**src/rtl/rxwb_pkg.sv**
```systemverilog
package rxwb_pkg;
  typedef enum logic [2:0] {
    ST_IDLE,
    ST_FETCH,
    ST_RECV,
    ST_WBYTE,
    ST_WSTAT,
    ST_WOWN,
    ST_DROP
  } rxwb_state_e;

  localparam int LEN_W   = 14;
  localparam int SOF_POS = 14;
  localparam int EOF_POS = 15;

  function automatic logic [31:0] mk_status(input logic [LEN_W-1:0] len,
                                            input logic first,
                                            input logic last);
    logic [31:0] w;
    w = '0;
    w[LEN_W-1:0] = len;
    w[SOF_POS]   = first;
    w[EOF_POS]   = last;
    return w;
  endfunction
endpackage

```
**src/rtl/rxwb_ring_ptr.sv**
```systemverilog
module rxwb_ring_ptr #(
  parameter int AW = 32
) (
  input  logic          clk,
  input  logic          rst_n,
  input  logic          base_we,
  input  logic [AW-1:0] base_val,
  input  logic          adv,
  input  logic          wrap,
  output logic [AW-1:0] ptr
);
  localparam int STEP = 8;

  logic [AW-1:0] base_q;
  logic [AW-1:0] ptr_q;
  logic [AW-1:0] aligned;

  assign aligned = {base_val[AW-1:3], 3'b000};

  always_ff @(posedge clk or negedge rst_n) begin
    if (!rst_n) begin
      base_q <= '0;
      ptr_q  <= '0;
    end else if (base_we) begin
      base_q <= aligned;
      ptr_q  <= aligned;
    end else if (adv) begin
      ptr_q <= wrap ? base_q : ptr_q + AW'(STEP);
    end
  end

  assign ptr = ptr_q;

  assert_ptr_wrap_R5: assert property (@(posedge clk) disable iff (!rst_n)
    (!base_we && adv && wrap) |=> (ptr == base_q));

  assert_ptr_step_R5: assert property (@(posedge clk) disable iff (!rst_n)
    (!base_we && adv && !wrap) |=> (ptr == $past(ptr) + AW'(STEP)));

  assert_ptr_load_R10: assert property (@(posedge clk) disable iff (!rst_n)
    base_we |=> (ptr[2:0] == 3'b000 && ptr[AW-1:3] == $past(base_val[AW-1:3])));
endmodule

```
**src/rtl/rxwb_fill_ctr.sv**
```systemverilog
module rxwb_fill_ctr #(
  parameter int BUF_BYTES = 1536,
  parameter int CW = 11
) (
  input  logic          clk,
  input  logic          rst_n,
  input  logic          clr,
  input  logic          inc,
  output logic [CW-1:0] cnt,
  output logic          at_last
);
  logic [CW-1:0] cnt_q;

  always_ff @(posedge clk or negedge rst_n) begin
    if (!rst_n)     cnt_q <= '0;
    else if (clr)   cnt_q <= '0;
    else if (inc)   cnt_q <= cnt_q + 1'b1;
  end

  assign cnt     = cnt_q;
  assign at_last = (cnt_q == CW'(BUF_BYTES - 1));

  assert_no_overflow_R6: assert property (@(posedge clk) disable iff (!rst_n)
    (cnt_q == CW'(BUF_BYTES)) |-> !inc);

  assert_cnt_bound_R6: assert property (@(posedge clk) disable iff (!rst_n)
    cnt_q <= CW'(BUF_BYTES));
endmodule

```
**src/rtl/rxwb_seq.sv**
```systemverilog
module rxwb_seq
  import rxwb_pkg::*;
#(
  parameter int BUF_BYTES = 1536,
  parameter int CW = 11
) (
  input  logic          clk,
  input  logic          rst_n,
  input  logic          rx_en,
  input  logic          base_we,
  input  logic          s_valid,
  output logic          s_ready,
  input  logic [7:0]    s_data,
  input  logic          s_sof,
  input  logic          s_eof,
  output logic          mem_req,
  output logic          mem_we,
  output logic [31:0]   mem_addr,
  output logic [31:0]   mem_wdata,
  output logic [3:0]    mem_wstrb,
  input  logic          mem_gnt,
  input  logic [31:0]   mem_rdata,
  input  logic [31:0]   ptr,
  output logic          adv,
  output logic          wrap_o,
  input  logic [CW-1:0] cnt,
  input  logic          at_last,
  output logic          cnt_clr,
  output logic          cnt_inc,
  output logic          bna
);
  rxwb_state_e state, nxt;
  logic [29:0] buf_q;
  logic        wrap_q, first_q, last_q, eof_q, bna_q;
  logic [7:0]  byte_q;
  logic [31:0] byte_addr;

  assign byte_addr = {buf_q, 2'b00} + 32'(cnt);

  always_comb begin
    nxt       = state;
    s_ready   = 1'b0;
    mem_req   = 1'b0;
    mem_we    = 1'b0;
    mem_addr  = '0;
    mem_wdata = '0;
    mem_wstrb = '0;
    adv       = 1'b0;
    cnt_clr   = 1'b0;
    cnt_inc   = 1'b0;
    case (state)
      ST_IDLE: begin
        s_ready = !(rx_en && s_sof);
        if (s_valid && rx_en && s_sof) nxt = ST_FETCH;
      end
      ST_FETCH: begin
        mem_req  = 1'b1;
        mem_addr = ptr;
        if (mem_gnt) nxt = mem_rdata[0] ? ST_DROP : ST_RECV;
      end
      ST_RECV: begin
        s_ready = 1'b1;
        if (s_valid) nxt = ST_WBYTE;
      end
      ST_WBYTE: begin
        mem_req   = 1'b1;
        mem_we    = 1'b1;
        mem_addr  = byte_addr;
        mem_wdata = {4{byte_q}};
        mem_wstrb = 4'b0001 << byte_addr[1:0];
        if (mem_gnt) begin
          cnt_inc = 1'b1;
          nxt     = (eof_q || at_last) ? ST_WSTAT : ST_RECV;
        end
      end
      ST_WSTAT: begin
        mem_req   = 1'b1;
        mem_we    = 1'b1;
        mem_addr  = ptr + 32'd4;
        mem_wdata = mk_status(LEN_W'(cnt), first_q, last_q);
        mem_wstrb = 4'hF;
        if (mem_gnt) nxt = ST_WOWN;
      end
      ST_WOWN: begin
        mem_req   = 1'b1;
        mem_we    = 1'b1;
        mem_addr  = ptr;
        mem_wdata = {buf_q, wrap_q, 1'b1};
        mem_wstrb = 4'hF;
        if (mem_gnt) begin
          adv     = 1'b1;
          cnt_clr = 1'b1;
          nxt     = last_q ? ST_IDLE : ST_FETCH;
        end
      end
      ST_DROP: begin
        s_ready = 1'b1;
        if (s_valid && s_eof) nxt = ST_IDLE;
      end
      default: nxt = ST_IDLE;
    endcase
  end

  always_ff @(posedge clk or negedge rst_n) begin
    if (!rst_n) begin
      state   <= ST_IDLE;
      buf_q   <= '0;
      wrap_q  <= 1'b0;
      first_q <= 1'b0;
      last_q  <= 1'b0;
      eof_q   <= 1'b0;
      byte_q  <= '0;
      bna_q   <= 1'b0;
    end else begin
      state <= nxt;
      if (state == ST_IDLE && nxt == ST_FETCH) first_q <= 1'b1;
      if (state == ST_FETCH && mem_gnt) begin
        if (mem_rdata[0]) begin
          bna_q <= 1'b1;
        end else begin
          buf_q  <= mem_rdata[31:2];
          wrap_q <= mem_rdata[1];
        end
      end
      if (state == ST_RECV && s_valid) begin
        byte_q <= s_data;
        eof_q  <= s_eof;
      end
      if (state == ST_WBYTE && mem_gnt) last_q <= eof_q;
      if (state == ST_WOWN && mem_gnt) first_q <= 1'b0;
      if (base_we) bna_q <= 1'b0;
    end
  end

  assign wrap_o = wrap_q;
  assign bna    = bna_q;

  assert_req_hold_R11: assert property (@(posedge clk) disable iff (!rst_n)
    (mem_req && !mem_gnt) |=> (mem_req && $stable(mem_addr) && $stable(mem_wdata)));

  assert_stat_then_own_R2: assert property (@(posedge clk) disable iff (!rst_n)
    (state == ST_WSTAT && mem_gnt) |=> (state == ST_WOWN));

  assert_used_sets_bna_R4: assert property (@(posedge clk) disable iff (!rst_n)
    (state == ST_FETCH && mem_gnt && mem_rdata[0] && !base_we) |=> bna);

  assert_disabled_stays_R8: assert property (@(posedge clk) disable iff (!rst_n)
    (state == ST_IDLE && !rx_en) |=> (state == ST_IDLE));

  assert_single_lane_R1: assert property (@(posedge clk) disable iff (!rst_n)
    (mem_req && mem_we && state == ST_WBYTE) |-> $onehot0(mem_wstrb) && (mem_wstrb != 4'b0));
endmodule

```
**src/rtl/rx_ring_wb.sv**
```systemverilog
module rx_ring_wb #(
  parameter int BUF_BYTES = 1536
) (
  input  logic        clk,
  input  logic        rst_n,
  input  logic        rx_en,
  input  logic        qbase_we,
  input  logic [31:0] qbase_val,
  input  logic        s_valid,
  output logic        s_ready,
  input  logic [7:0]  s_data,
  input  logic        s_sof,
  input  logic        s_eof,
  output logic        mem_req,
  output logic        mem_we,
  output logic [31:0] mem_addr,
  output logic [31:0] mem_wdata,
  output logic [3:0]  mem_wstrb,
  input  logic        mem_gnt,
  input  logic [31:0] mem_rdata,
  output logic        bna
);
  localparam int CW = $clog2(BUF_BYTES + 1);

  logic [31:0]   ptr;
  logic          adv, wrap;
  logic [CW-1:0] cnt;
  logic          at_last, cnt_clr, cnt_inc;

  rxwb_ring_ptr #(.AW(32)) u_ptr (
    .clk(clk), .rst_n(rst_n), .base_we(qbase_we), .base_val(qbase_val),
    .adv(adv), .wrap(wrap), .ptr(ptr)
  );

  rxwb_fill_ctr #(.BUF_BYTES(BUF_BYTES), .CW(CW)) u_cnt (
    .clk(clk), .rst_n(rst_n), .clr(cnt_clr), .inc(cnt_inc),
    .cnt(cnt), .at_last(at_last)
  );

  rxwb_seq #(.BUF_BYTES(BUF_BYTES), .CW(CW)) u_seq (
    .clk(clk), .rst_n(rst_n), .rx_en(rx_en), .base_we(qbase_we),
    .s_valid(s_valid), .s_ready(s_ready), .s_data(s_data),
    .s_sof(s_sof), .s_eof(s_eof),
    .mem_req(mem_req), .mem_we(mem_we), .mem_addr(mem_addr),
    .mem_wdata(mem_wdata), .mem_wstrb(mem_wstrb), .mem_gnt(mem_gnt),
    .mem_rdata(mem_rdata), .ptr(ptr), .adv(adv), .wrap_o(wrap),
    .cnt(cnt), .at_last(at_last), .cnt_clr(cnt_clr), .cnt_inc(cnt_inc),
    .bna(bna)
  );
endmodule

```
**config.mk**
```make
export PLATFORM = sky130hd
export DESIGN_NAME = rx_ring_wb
export DESIGN_NICKNAME = d
export VERILOG_FILES = /design/src/rtl/rxwb_pkg.sv /design/src/rtl/rxwb_ring_ptr.sv /design/src/rtl/rxwb_fill_ctr.sv /design/src/rtl/rxwb_seq.sv /design/src/rtl/rx_ring_wb.sv
export SDC_FILE = /design/constraint.sdc
export NUM_CORES = 1
export LEC_CHECK = 0
export BUFFER_PORTS_ARGS = -buffer_cell sky130_fd_sc_hd__buf_2
export CORE_ASPECT_RATIO = 0.75
export CORE_MARGIN = 5
export CORE_UTILIZATION = 57
export CTS_CLUSTER_SIZE = 12
export DETAILED_ROUTE_END_ITERATION = 6
export PLACE_DENSITY_LB_ADDON = 0.05
export SLEW_MARGIN = 20
export SYNTH_ARGS = -nofsm -noshare
export SYNTH_HDL_FRONTEND = slang
export SYNTH_HIERARCHICAL = 1
export SYNTH_SLANG_ARGS = --single-unit
```
**constraint.sdc**
```tcl
create_clock -name clk -period 7.5 [get_ports clk]
set_clock_uncertainty 0.15 [all_clocks]
set_input_delay 0 -clock clk [delete_from_list [all_inputs] [get_ports clk]]
set_output_delay 0 -clock clk [all_outputs]
set_load 0.02 [all_outputs]
```
# Yosys cells after proc, flatten, opt, wreduce, memory -nomap -nowiden
# Index checks and enable logic that the tools add are counted.
# word_totals
ff_bits,118
in_bits,80
out_inout_bits,72
elab_cells,79
# op_classes
addsub,4
eq_ne,8
shift,1
n_mux,30
bitwise_logic,1
reduce_logical,24
# op_table
op,count
$pmux W32 S3,2
$mux W32,3
$add A32 B11 Y32,1
$add A32 B3 Y32 const B,1
$add A32 B4 Y32 const B,1
$mux W3,9
$mux W11,2
$pmux W3 S7,1
$add A11 B1 Y11 const B,1
$eq A11 B11 Y1 const B,1
$mux W1,11
$reduce_bool A2 Y1,5
$eq A3 B3 Y1 const B,3
$logic_and A1 B1 Y1,9
$pmux W4 S2,1
$eq A3 B1 Y1 const B,2
$eq A3 B2 Y1 const B,2
$reduce_or A2 Y1,3
$reduce_and A2 Y1,2
$reduce_or A4 Y1,1
$shl A1 B2 Y4 const A,1
$logic_not A3 Y1,1
$reduce_or A3 Y1,1
$pmux W1 S2,1
3 further kinds,3

# Depth between registers and ports, before layout
# Gate-level depths: netlist of run 1.
# depth
word_depth,9
depth_mapped,12
ltp_nobuf,9

# Cells and area by module
# Netlist of run 1, hierarchy kept.
# by_module_without_submodules
module,n_inst,cells_each,area_per_inst_um2,seq_area_each_um2
rxwb_seq,1,524,4205.3,1151.1
rxwb_ring_ptr,1,389,3326.9,1451.4
rxwb_fill_ctr,1,55,539.3,275.3

# Least setup slack after synthesis of run 1
# OpenSTA, ideal clock, no wires.
# synth_timing
kind,register to register
from,reg u_seq.state[1]
to,"reg u_ptr.ptr_q[6], in the netlist u_ptr/ptr[6]"
setup_time_ns,0.133
arrival_ns,2.621
t_required_ns,7.217
setup_slack_ns,4.596
path_stages_with_launch,12
path_buffers,5
period_less_slack_ns,2.904
cell_sequence,dfrtp_1 > nand2b_1 > clkbuf_1 > nor2_1 > clkbuf_1 > and2_1 > clkbuf_1 > clkbuf_1 > buf_1 > o21ai_0 > a22oi_1 > o21ai_0
# synth_via
elab_chain_len,3
# synth_rtl
element,line_no,rtl
start: declaration,rxwb_seq.sv:32,"rxwb_state_e state, nxt;"
start signal: assignment,rxwb_seq.sv:115,state <= nxt;
$eq A3 B3 Y1,rxwb_seq.sv:51,case (state)
$mux W1,rxwb_seq.sv:51,
via adv,rx_ring_wb.sv:26,"logic adv, wrap;"
$reduce_bool A2 Y1 (no line),n/a,
end signal: assignment,rxwb_ring_ptr.sv:26,ptr_q <= aligned;
end signal: assignment,rxwb_ring_ptr.sv:28,ptr_q <= wrap ? base_q : ptr_q + AW'(STEP);
end: declaration,rxwb_ring_ptr.sv:15,logic [AW-1:0] ptr_q;
# The timed path passes the listed nets, and every way through them passes these cells.
# A chain may end at the register's enable or synchronous reset.

# Worst setup path in the final report of run 1
# layout_timing
from,reg u_seq.state[1]
to,"reg u_ptr.ptr_q[20], in the netlist u_ptr/ptr[20]"
# Same word-level chain as after synthesis.

==> results.py, run 1 <==
metrics = {
    "outcome": {
        "outcome": "finished with violations",
        "violations": "DRC",
    },
    "timing": {
        "fin_crit_sh": 0.501,
        "hold_violations": 0,
        "clock.fmax_ghz": 0.266,
        "slew_violations": 0,
        "finalSetupTns_ns": 0,
        "setup_viol": 0,
        "whs_ns": 0.0669,
        "max_slew_margin": 0.219,
        "rsz0062_at_grt": "no",
        "min_period_ns": 3.76,
        "tightestPinTransition_ns": 1.17,
    },
    "worst_setup_path": {
        "path_class": "reg2reg",
        "setup.worst_path.end_class": "flop",
        "cp.required_ns": 7.70,
        "cp.arrival_ns": 3.96,
        "cp-start-kind": "flop",
        "path_max_fanout": 41,
    },
    "logic_synthesis": {
        "netlist_instances": 968,
        "synth_compound_area_frac": 0.211,
        "synth.largest_area_cell": "dfrtp_1",
        "synth-simple-area-share": 0.234,
        "syn_area_per_cell_sq_um": 8.34,
        "synthAdderAreaFrac": 0.0211,
        "synth_xor_area_frac": 0.0412,
        "yosysSeqAreaShare": 0.357,
        "muxShareOfSynthArea": 0.0811,
        "synth_top_family_by_area": "simple AND/OR/NAND/NOR gates",
        "synth_area_leaders": "dfrtp_1, nand2_1, o21ai_0",
        "synth.cell_area_sq_um": 8070,
        "ys.warnings.count": 6,
        "synth_edf_count": 0,
        "synthFlopType": "dfrtp_1",
        "ys_types": 72,
        "synth-seq-cells": 115,
        "async_reset_ff_frac": 1.00,
        "yosysTopAreaCellShare": 0.357,
    },
    "route": {
        "wl_per_cell_um": 19.2,
        "ant_nets": 0,
        "drc": 1,
        "first_pass_iters": 7,
        "vias": 8465,
        "drt_iter0_drc": 901,
        "viasPerCell": 6.28,
        "totalWireLength_um": 26000,
    },
    "grt": {
        "grt_max_degree": 94,
        "grt_pass1_vias": 7946,
        "grt_first_pass_wirelength_um": 42100,
        "grt_util_all_layers": 0.310,
        "grt_overflow": 0,
        "antenna_found_initial": 0,
    },
    "die": {
        "start_util": 0.585,
        "die_h_um": 113,
        "die_w_um": 147,
        "design.core.area_sq_um": 13800,
        "die_area_sq_um": 16700,
        "ioPinCount": 152,
        "rows": 37,
    },
    "clocking": {
        "root_buffer": "clkbuf_16",
        "cts_buffers": 17,
        "tritoncts": "yes",
        "cts-resized-gates": 0,
        "htreeDepth": 4,
        "clk_pin_slew_worst_paths_ns": 0.06,
        "cts_num_sinks": 115,
        "clockBufferDepth": 2,
        "clk_latency_ns": 0.41,
    },
    "power": {
        "peakVddDrop_uv": 276,
        "power_per_cell_area_nw_per_um2": 323,
        "power_mw": 3.32,
        "power_leakage_nw": 4.59,
    },
    "cells_and_area": {
        "post-route-util": 0.746,
        "final_cell_area_sq_um": 10300,
        "areaGrowthSynthToFinish_pct": 27.5,
        "fillers": 1051,
        "drive_gt1_frac": 0.187,
        "diodes": 0,
        "seqCellArea_sq_um": 2880,
        "multi_input_area_sq_um": 4770,
        "fin_nets": 1255,
    },
    "placed_design": {
        "dp_hpwl_um": 17000,
        "place_area_sq_um": 8830,
        "numPortBuffers": 148,
        "gp_congestion": 0.914,
    },
    "worst_hold_path": {
        "hp-class": "in2async",
    },
    "job": {
        "drv_cap": 0,
    },
}
-- cell usage in the layout, fill, tap and decap left out, types with 14 or more instances in the layout --
cell type,n
nor2_1,44
nor3_1,15
inv_1,38
nor4_1,15
o22ai_1,15
o21ai_0,84
dfrtp_1,115
buf_2,147
a21oi_1,43
or3_1,15
dlygate4sd3_1,83
mux2_1,29
o211ai_1,14
mux2i_1,17
a31oi_1,28
nand3_1,27
nand2_1,135
nor2b_1,20
clkbuf_16,17
xor2_1,17
mux2_2,14
nand4_1,25
o21ai_1,17
xnor2_1,21
-- layer usage --
layer | GRT usage | vias up | part of all wire
li1 | - | 3938 | -
met1 | 0.448 | 4063 | 0.44
met2 | 0.484 | 430 | 0.46
met3 | 0.0629 | 34 | 0.091
met4 | 0.0708 | 0 | 0.012
met5 | 0 | - | 0
-- report_power, final --
part	switching, mW	leakage, nW	internal [mW]	total [mW]
Sequential	0.266	1.41	0.786	1.05
Clock	0.296	0.305	0.578	0.874
Combinational	0.852	2.88	0.543	1.40
-- kinds of logic after synthesis --
kind of cell | after synthesis
AOI/OAI and AO/OA | 274
xor gates and xnor gates | 38
adders and majority gates | 13
buffers and inverters | 107
DFF | 115
muxes | 60
other | 1
and+or+nand+nor | 360
-- synth_stat cells, types with 20 or more instances --
library cell / number
nor2_1: 44
mux2_1: 29
clkbuf_1: 45
nand2_1: 135
o21ai_0: 84
xnor2_1: 21
inv_1: 38
a31oi_1: 28
a21oi_1: 43
nand3_1: 27
nor2b_1: 20
dfrtp_1: 115
nand4_1: 25
-- cell type report --
cell class / count / area share
clock buffers: 21 / 0.0457
clock inverters: 10 / 0.0151
inverters: 39 / 0.0142
multi-input cells: 748 / 0.464
flip-flops and latches: 115 / 0.280
well taps: 175 / 0.0213
repair buffers: 241 / 0.160
-- through the flow --
stage	instances	worst slack, ns
after floorplan	970	4.60
final	1349	3.74
after global placement	1235	3.87
after global routing	1349	3.52
after detailed placement	1235	3.87
after CTS	1349	3.84
-- critical path, cell delays in order, from the launching register on --
cell	delay (ns)
dfrtp_1	0.68
nand2b_1	0.45
nor2_1	0.15
buf_4	0.25
and2_2	0.75
or3b_2	0.74
nor4_1	0.34
or3_1	0.16
-- final timing paths --
check / slack, ns / start / cells after the start / endpoint
hold reg to reg: 0.35 / u_ptr/base_q[10]$_DFFE_PN0P_ / 1 / u_ptr/base_q[10]$_DFFE_PN0P_
min in group clk: 0.15 / qbase_we / 4 / u_ptr/base_q[22]$_DFFE_PN0P_
max in group asynchronous: 5.91 / rst_n / 3 / u_seq/buf_q[28]$_DFFE_PN0P_
setup / recovery: 3.74 / u_seq/state[1]$_DFF_PN0_ / 7 / u_ptr/ptr[20]$_DFFE_PN0P_
setup reg to reg: 3.74 / u_seq/state[1]$_DFF_PN0_ / 7 / u_ptr/ptr[20]$_DFFE_PN0P_
hold / removal: 0.07 / rst_n / 2 / u_ptr/base_q[3]$_DFFE_PN0P_
-- sequential cells by signal, indices dropped and copies added (netlist names), 3 cells and up --
| signal | cells |
|---|---|
| u_seq/buf_q | 30 |
| u_ptr/base_q | 29 |
| u_ptr/ptr | 29 |
| u_cnt/cnt | 11 |
| u_seq/byte_q | 8 |
| u_seq/state | 3 |
-- repair_timing --
item                                   4_1_cts  5_1_grt
hold buffers                                83        0
setup buffers                                0        0
endpoints found under the hold margin      164        0
Note: power is estimated with default switching activity, not from simulation.
==> run 2, diff against run 1 <==
--- a/config.mk
+++ b/config.mk
@@ -8,7 +8,7 @@
 export BUFFER_PORTS_ARGS = -buffer_cell sky130_fd_sc_hd__buf_2
 export CORE_ASPECT_RATIO = 0.75
 export CORE_MARGIN = 5
-export CORE_UTILIZATION = 57
+export CORE_UTILIZATION = 51
 export CTS_CLUSTER_SIZE = 12
 export DETAILED_ROUTE_END_ITERATION = 6
 export PLACE_DENSITY_LB_ADDON = 0.05
==> constraint.sdc (replaced) <==
create_clock -name clk -period 3.2 [get_ports clk]
set_clock_uncertainty 0.15 [all_clocks]
set_input_delay 0 -clock clk [delete_from_list [all_inputs] [get_ports clk]]
set_output_delay 0 -clock clk [all_outputs]
set_load 0.02 [all_outputs]
==> run 2 against run 1 <==
Net effect: the flow now finishes without violations; setup slack lost 3.6 ns; sequential share of layout area shrank 0.58 points; sequential power grew 130%; largest power group unchanged.
==> results.py, run 2 (same netlist as run 1, synthesis figures left out) <==
metrics = {
    "outcome": {
        "outcome": "finished, final reports clean",
    },
    "route": {
        "wl_per_cell_um": 18.8,
        "ant_nets": 0,
        "vias": 8380,
        "wl_met1_um": 12000,
        "drc": 0,
        "viasPerCell": 6.00,
        "first_pass_iters": 5,
        "met3WireLength_um": 2420,
        "met2WireLength_um": 11500,
        "totalWireLength_um": 26300,
        "drt_iter0_drc": 801,
        "topRoutingLayerUsed": "met4",
    },
    "timing": {
        "max_slew_margin": 0.423,
        "hold_violations": 0,
        "slew_violations": 0,
        "tightestPinTransition_ns": 0.857,
        "finalSetupTns_ns": 0,
        "setup_viol": 0,
        "fin_crit_sh": 0.940,
        "rsz0062_at_grt": "no",
        "clock.fmax_ghz": 0.332,
        "whs_ns": 0.0895,
        "min_period_ns": 3.01,
    },
    "die": {
        "design.core.area_sq_um": 15400,
        "die_h_um": 119,
        "ioPinCount": 152,
        "rows": 39,
        "die_area_sq_um": 18500,
        "die_w_um": 155,
        "start_util": 0.525,
    },
    "worst_setup_path": {
        "cp_slowest_cell": "dfrtp_2",
        "crit_chain": "ha_1, inv_1, fa_2, nor2b_2, o2111ai_2, a31oi_2, buf_6, o2111ai_1, xor2_1, o22ai_1, buf_4",
        "path_max_fanout": 10,
        "path_class": "reg2out",
        "cp-start-kind": "flop",
        "cpPeakStageDelay_ns": 0.39,
        "setup.worst_path.end_class": "output pin",
        "cp.arrival_ns": 2.86,
        "cp.required_ns": 3.05,
        "crit_family": "compound AO/OA/AOI/OAI gates",
        "cp_num_buf_inv": 3,
    },
    "cells_and_area": {
        "seqCellArea_sq_um": 2880,
        "regMostFlops": "u_seq/buf_q",
        "areaGrowthSynthToFinish_pct": 30.2,
        "drive_gt1_frac": 0.211,
        "multi_input_area_sq_um": 4810,
        "final_common_cell": "buf_2",
        "layout_common_cells": "buf_2, nand2_1, dfrtp_1, o21ai_0, dlygate4sd3_1",
        "largest_reg_flops": 30,
        "fillers": 1301,
        "fin_nets": 1272,
    },
    "power": {
        "clkPwrFrac": 0.259,
        "swShare": 0.425,
        "power_switching_mw": 3.33,
        "p_comb_frac": 0.431,
        "power_mw": 7.85,
        "power_leakage_nw": 4.69,
        "p_int_mw": 4.52,
        "seq_power_share": 0.310,
        "peakVddDrop_uv": 500,
        "power_per_cell_area_nw_per_um2": 747,
    },
    "clocking": {
        "root_buffer": "clkbuf_16",
        "cts_num_sinks": 115,
        "htreeDepth": 4,
        "tritoncts": "yes",
        "cts_buffers": 17,
        "clk_pin_slew_worst_paths_ns": 0.06,
        "clk_latency_ns": 0.42,
        "clockBufferDepth": 2,
    },
    "grt": {
        "grt_first_pass_wirelength_um": 41600,
        "antenna_found_initial": 2,
        "grt_util_all_layers": 0.279,
        "grt_pass1_vias": 7709,
        "grt_overflow": 0,
        "grt_max_degree": 68,
    },
    "placed_design": {
        "gp_congestion": 0.910,
        "dp_hpwl_um": 18000,
        "numPortBuffers": 148,
    },
    "job": {
        "drv_cap": 0,
    },
    "worst_hold_path": {
        "hp-class": "in2async",
    },
}
-- run 2: changes by cell type in the layout (fill, tap and decap cells not counted), sizes merged --
cell         before  now
buf             158  180
clkinv            4    5
diode             0    2
clkbuf           21   20
clkinvlp          2    1
dlygate4sd3      83   78
-- run 2: final cells by class --
type	instances	share of cell area
diodes	2	0.000476
repair buffers	258	0.171
inverters	39	0.0139
multi-input cells	748	0.457
clock inverters	10	0.0149
well taps	205	0.0244
clock buffers	20	0.0444
flip-flops and latches	115	0.274
-- run 2: path summary, 6_finish.rpt --
path | startpoint | endpoint | slack (ns) | cells past startpoint
worst max register to register | u_seq/state[2]$_DFF_PN0_ | u_ptr/ptr[19]$_DFFE_PN0P_ | 0.52 | 6
max in group asynchronous | rst_n | u_seq/buf_q[26]$_DFFE_PN0P_ | 2.02 | 3
min in group clk | mem_rdata[16] | u_seq/buf_q[14]$_DFFE_PN0P_ | 0.17 | 3
worst max-delay path | u_cnt/cnt[2]$_DFFE_PN0P_ | mem_addr[22] | 0.19 | 11
worst min-delay path | rst_n | u_ptr/base_q[3]$_DFFE_PN0P_ | 0.09 | 2
worst min register to register | u_ptr/base_q[9]$_DFFE_PN0P_ | u_ptr/base_q[9]$_DFFE_PN0P_ | 0.35 | 1
-- run 2: layer usage --
layer,track usage,vias up
met5,0,-
met4,0.0667,0
met3,0.0685,34
met2,0.403,387
met1,0.420,3986
li1,-,3973
-- run 2: worst register-to-register path, cell delays in order, from the launching register on --
cell     delay (ns)
dfrtp_1        0.72
inv_1          0.14
nor2_1         0.18
and2_2         0.23
or3b_2         0.69
nor4b_1        0.37
or3_1          0.14
-- run 2: power groups by stage --
stage | Clock [mW] | Sequential (mW) | Combinational (mW)
after floorplan | 0 | 2.21 | 2.23
after global placement | 0 | 2.43 | 3.14
after detailed placement | 0 | 2.44 | 3.18
after CTS | 2.05 | 2.42 | 3.29
after global routing | 2.12 | 2.50 | 3.65
final | 2.03 | 2.44 | 3.38
-- run 2: repair_timing --
| item | CTS | global route |
|---|---|---|
| pin swaps | 0 | 2 |
| buffers inserted | 0 | 3 |
| setup endpoints to repair | 3 | 22 |
| hold endpoints to repair | 169 | 0 |
| hold buffers | 78 | 0 |
| gates resized for setup | 2 | 9 |
-- run 2: metrics by stage --
stage | worst slack [ns] | util | area [sq um] | std cells
global route | 0.00757 | 0.684 | 10500 | 1397
detailed placement | 0.411 | 0.588 | 9040 | 1284
global placement | 0.425 | 0.588 | 9040 | 1284
CTS | 0.0127 | 0.680 | 10500 | 1392
finish | 0.191 | 0.684 | 10500 | 1397
floorplan | 0.296 | - | 8080 | 970
==> run 3, diff against run 2 <==
--- a/config.mk
+++ b/config.mk
@@ -12,6 +12,7 @@
 export CTS_CLUSTER_SIZE = 12
 export DETAILED_ROUTE_END_ITERATION = 6
 export PLACE_DENSITY_LB_ADDON = 0.05
+export REMOVE_ABC_BUFFERS = 1
 export SLEW_MARGIN = 20
 export SYNTH_ARGS = -nofsm -noshare
 export SYNTH_HDL_FRONTEND = slang
==> run 3 against run 2 <==
Net effect: first-iteration DRC count rose by 9.7%; non-clock buffer count grew 9; sequential power shrank 2%; global-route usage about the same; critical path type unchanged; largest power group unchanged.
==> results.py, run 3 (same netlist as run 1, synthesis figures left out) <==
metrics = {
    "clocking": {
        "htreeDepth": 4,
        "cts_num_sinks": 115,
        "tritoncts": "yes",
        "clk_pin_slew_worst_paths_ns": 0.05,
        "clk_latency_ns": 0.42,
        "clockBufferDepth": 2,
        "cts_buffers": 17,
        "root_buffer": "clkbuf_16",
    },
    "timing": {
        "setup_viol": 0,
        "tightestPinTransition_ns": 0.804,
        "min_period_ns": 3.09,
        "worst_slack_ns": 0.107,
        "fin_crit_sh": 0.967,
        "clock.fmax_ghz": 0.323,
        "slew_violations": 0,
        "hold_violations": 0,
        "max_slew_margin": 0.459,
    },
    "grt": {
        "grt_max_degree": 72,
        "grt_first_pass_wirelength_um": 41900,
        "antenna_found_initial": 1,
        "grt_pass1_vias": 7820,
        "grt_overflow": 0,
        "grt_util_all_layers": 0.279,
    },
    "route": {
        "met3WireLength_um": 2100,
        "topRoutingLayerUsed": "met4",
        "totalWireLength_um": 26300,
        "first_pass_iters": 5,
        "met2WireLength_um": 11300,
        "ant_nets": 0,
        "wl_met1_um": 12400,
        "drc": 0,
        "viasPerCell": 5.98,
        "drt_iter0_drc": 879,
        "vias": 8414,
        "wl_per_cell_um": 18.7,
    },
    "placed_design": {
        "pre_cts_slack_ns": 0.402,
        "dp_hpwl_um": 18300,
        "place_area_sq_um": 9070,
        "numPortBuffers": 148,
        "gp_congestion": 0.908,
    },
    "cells_and_area": {
        "regMostFlops": "u_seq/buf_q",
        "final_common_cell": "buf_2",
        "fin_nets": 1281,
        "final_cell_area_sq_um": 10500,
        "layout_common_cells": "buf_2, nand2_1, dfrtp_1, o21ai_0, dlygate4sd3_1",
        "drive_gt1_frac": 0.213,
        "largest_reg_flops": 30,
        "areaGrowthSynthToFinish_pct": 29.7,
    },
    "worst_setup_path": {
        "r2r_cells": 6,
        "cp.required_ns": 3.05,
        "cp.arrival_ns": 2.94,
        "cp-start-kind": "flop",
        "startpoint": "u_cnt/cnt[2]$_DFFE_PN0P_",
        "reg2reg_from": "u_cnt/cnt[2]$_DFFE_PN0P_",
        "path_max_fanout": 9,
        "path_class": "reg2out",
        "setup.worst_path.end_class": "output pin",
    },
    "worst_hold_path": {
        "hp-class": "in2reg",
        "hold_depth": 3,
        "min-delay-start": "mem_rdata[5]",
    },
    "die": {
        "die_area_sq_um": 18500,
        "start_util": 0.525,
        "rows": 39,
        "ioPinCount": 152,
        "design.core.area_sq_um": 15400,
        "die_h_um": 119,
        "die_w_um": 155,
    },
    "outcome": {
        "outcome": "finished, final reports clean",
    },
    "power": {
        "power_mw": 7.54,
        "power_per_cell_area_nw_per_um2": 720,
        "peakVddDrop_uv": 553,
        "power_leakage_nw": 4.68,
    },
    "job": {
        "drv_cap": 0,
    },
}
run 3: stage by stage:
step                hold slack (ns)  setup TNS (ns)   util  cells
floorplan                    -0.446          -54.76      -    902
global placement            -0.0972               0  0.590   1290
detailed placement           -0.104               0  0.590   1290
CTS                           0.167               0  0.676   1402
global route                  0.194         -0.0925  0.681   1406
finish                        0.174               0  0.681   1406
run 3: per-layer routing:
layer	vias up	track usage
li1	3995	-
met1	4024	0.430
met2	356	0.403
met3	39	0.0482
met4	0	0.0744
met5	-	0
run 3: cell type report:
class / count / area (sq um)
diodes: 1 / 2.50
clock buffers: 20 / 447
clock inverters: 11 / 65.1
fillers: 1322 / 4910
inverters: 39 / 146
multi-input cells: 748 / 4800
flip-flops and latches: 115 / 2880
well taps: 205 / 256
repair buffers: 267 / 1860
run 3: timing repair:
| item | CTS | global route |
|---|---|---|
| hold endpoints to repair | 218 | 0 |
| hold buffers | 81 | 0 |
| setup buffers | 0 | 3 |
| resized for setup | 1 | 11 |
| endpoints found under the setup margin | 2 | 21 |
| pin swaps | 1 | 2 |
run 3: worst paths after layout:
path	endpoint	slack (ns)
worst max-delay path	mem_addr[14]	0.11
worst min-delay path	u_seq/buf_q[3]$_DFFE_PN0P_	0.17
worst max register to register	u_seq/state[2]$_DFF_PN0_	0.57
worst min register to register	u_ptr/base_q[10]$_DFFE_PN0P_	0.35
max in group asynchronous	u_ptr/base_q[12]$_DFFE_PN0P_	1.09
min in group asynchronous	u_ptr/ptr[9]$_DFFE_PN0P_	0.46
run 3: worst max-delay path, cell delays in order, from the launching register on:
cell and delay [ns]:
dfrtp_2 0.38, ha_1 0.19, inv_1 0.06, fa_1 0.41, nor2b_2 0.17, o2111ai_2 0.16
a31oi_2 0.28, buf_6 0.18, o21ai_1 0.08, xor2_1 0.16, o21ai_1 0.23, buf_2 0.22
run 3: report_power, final:
part	switching (mW)	total (mW)	internal (mW)
Clock	0.678	1.67	0.990
Sequential	0.539	2.38	1.85
Combinational	2.12	3.49	1.36
Total	3.34	7.54	4.20
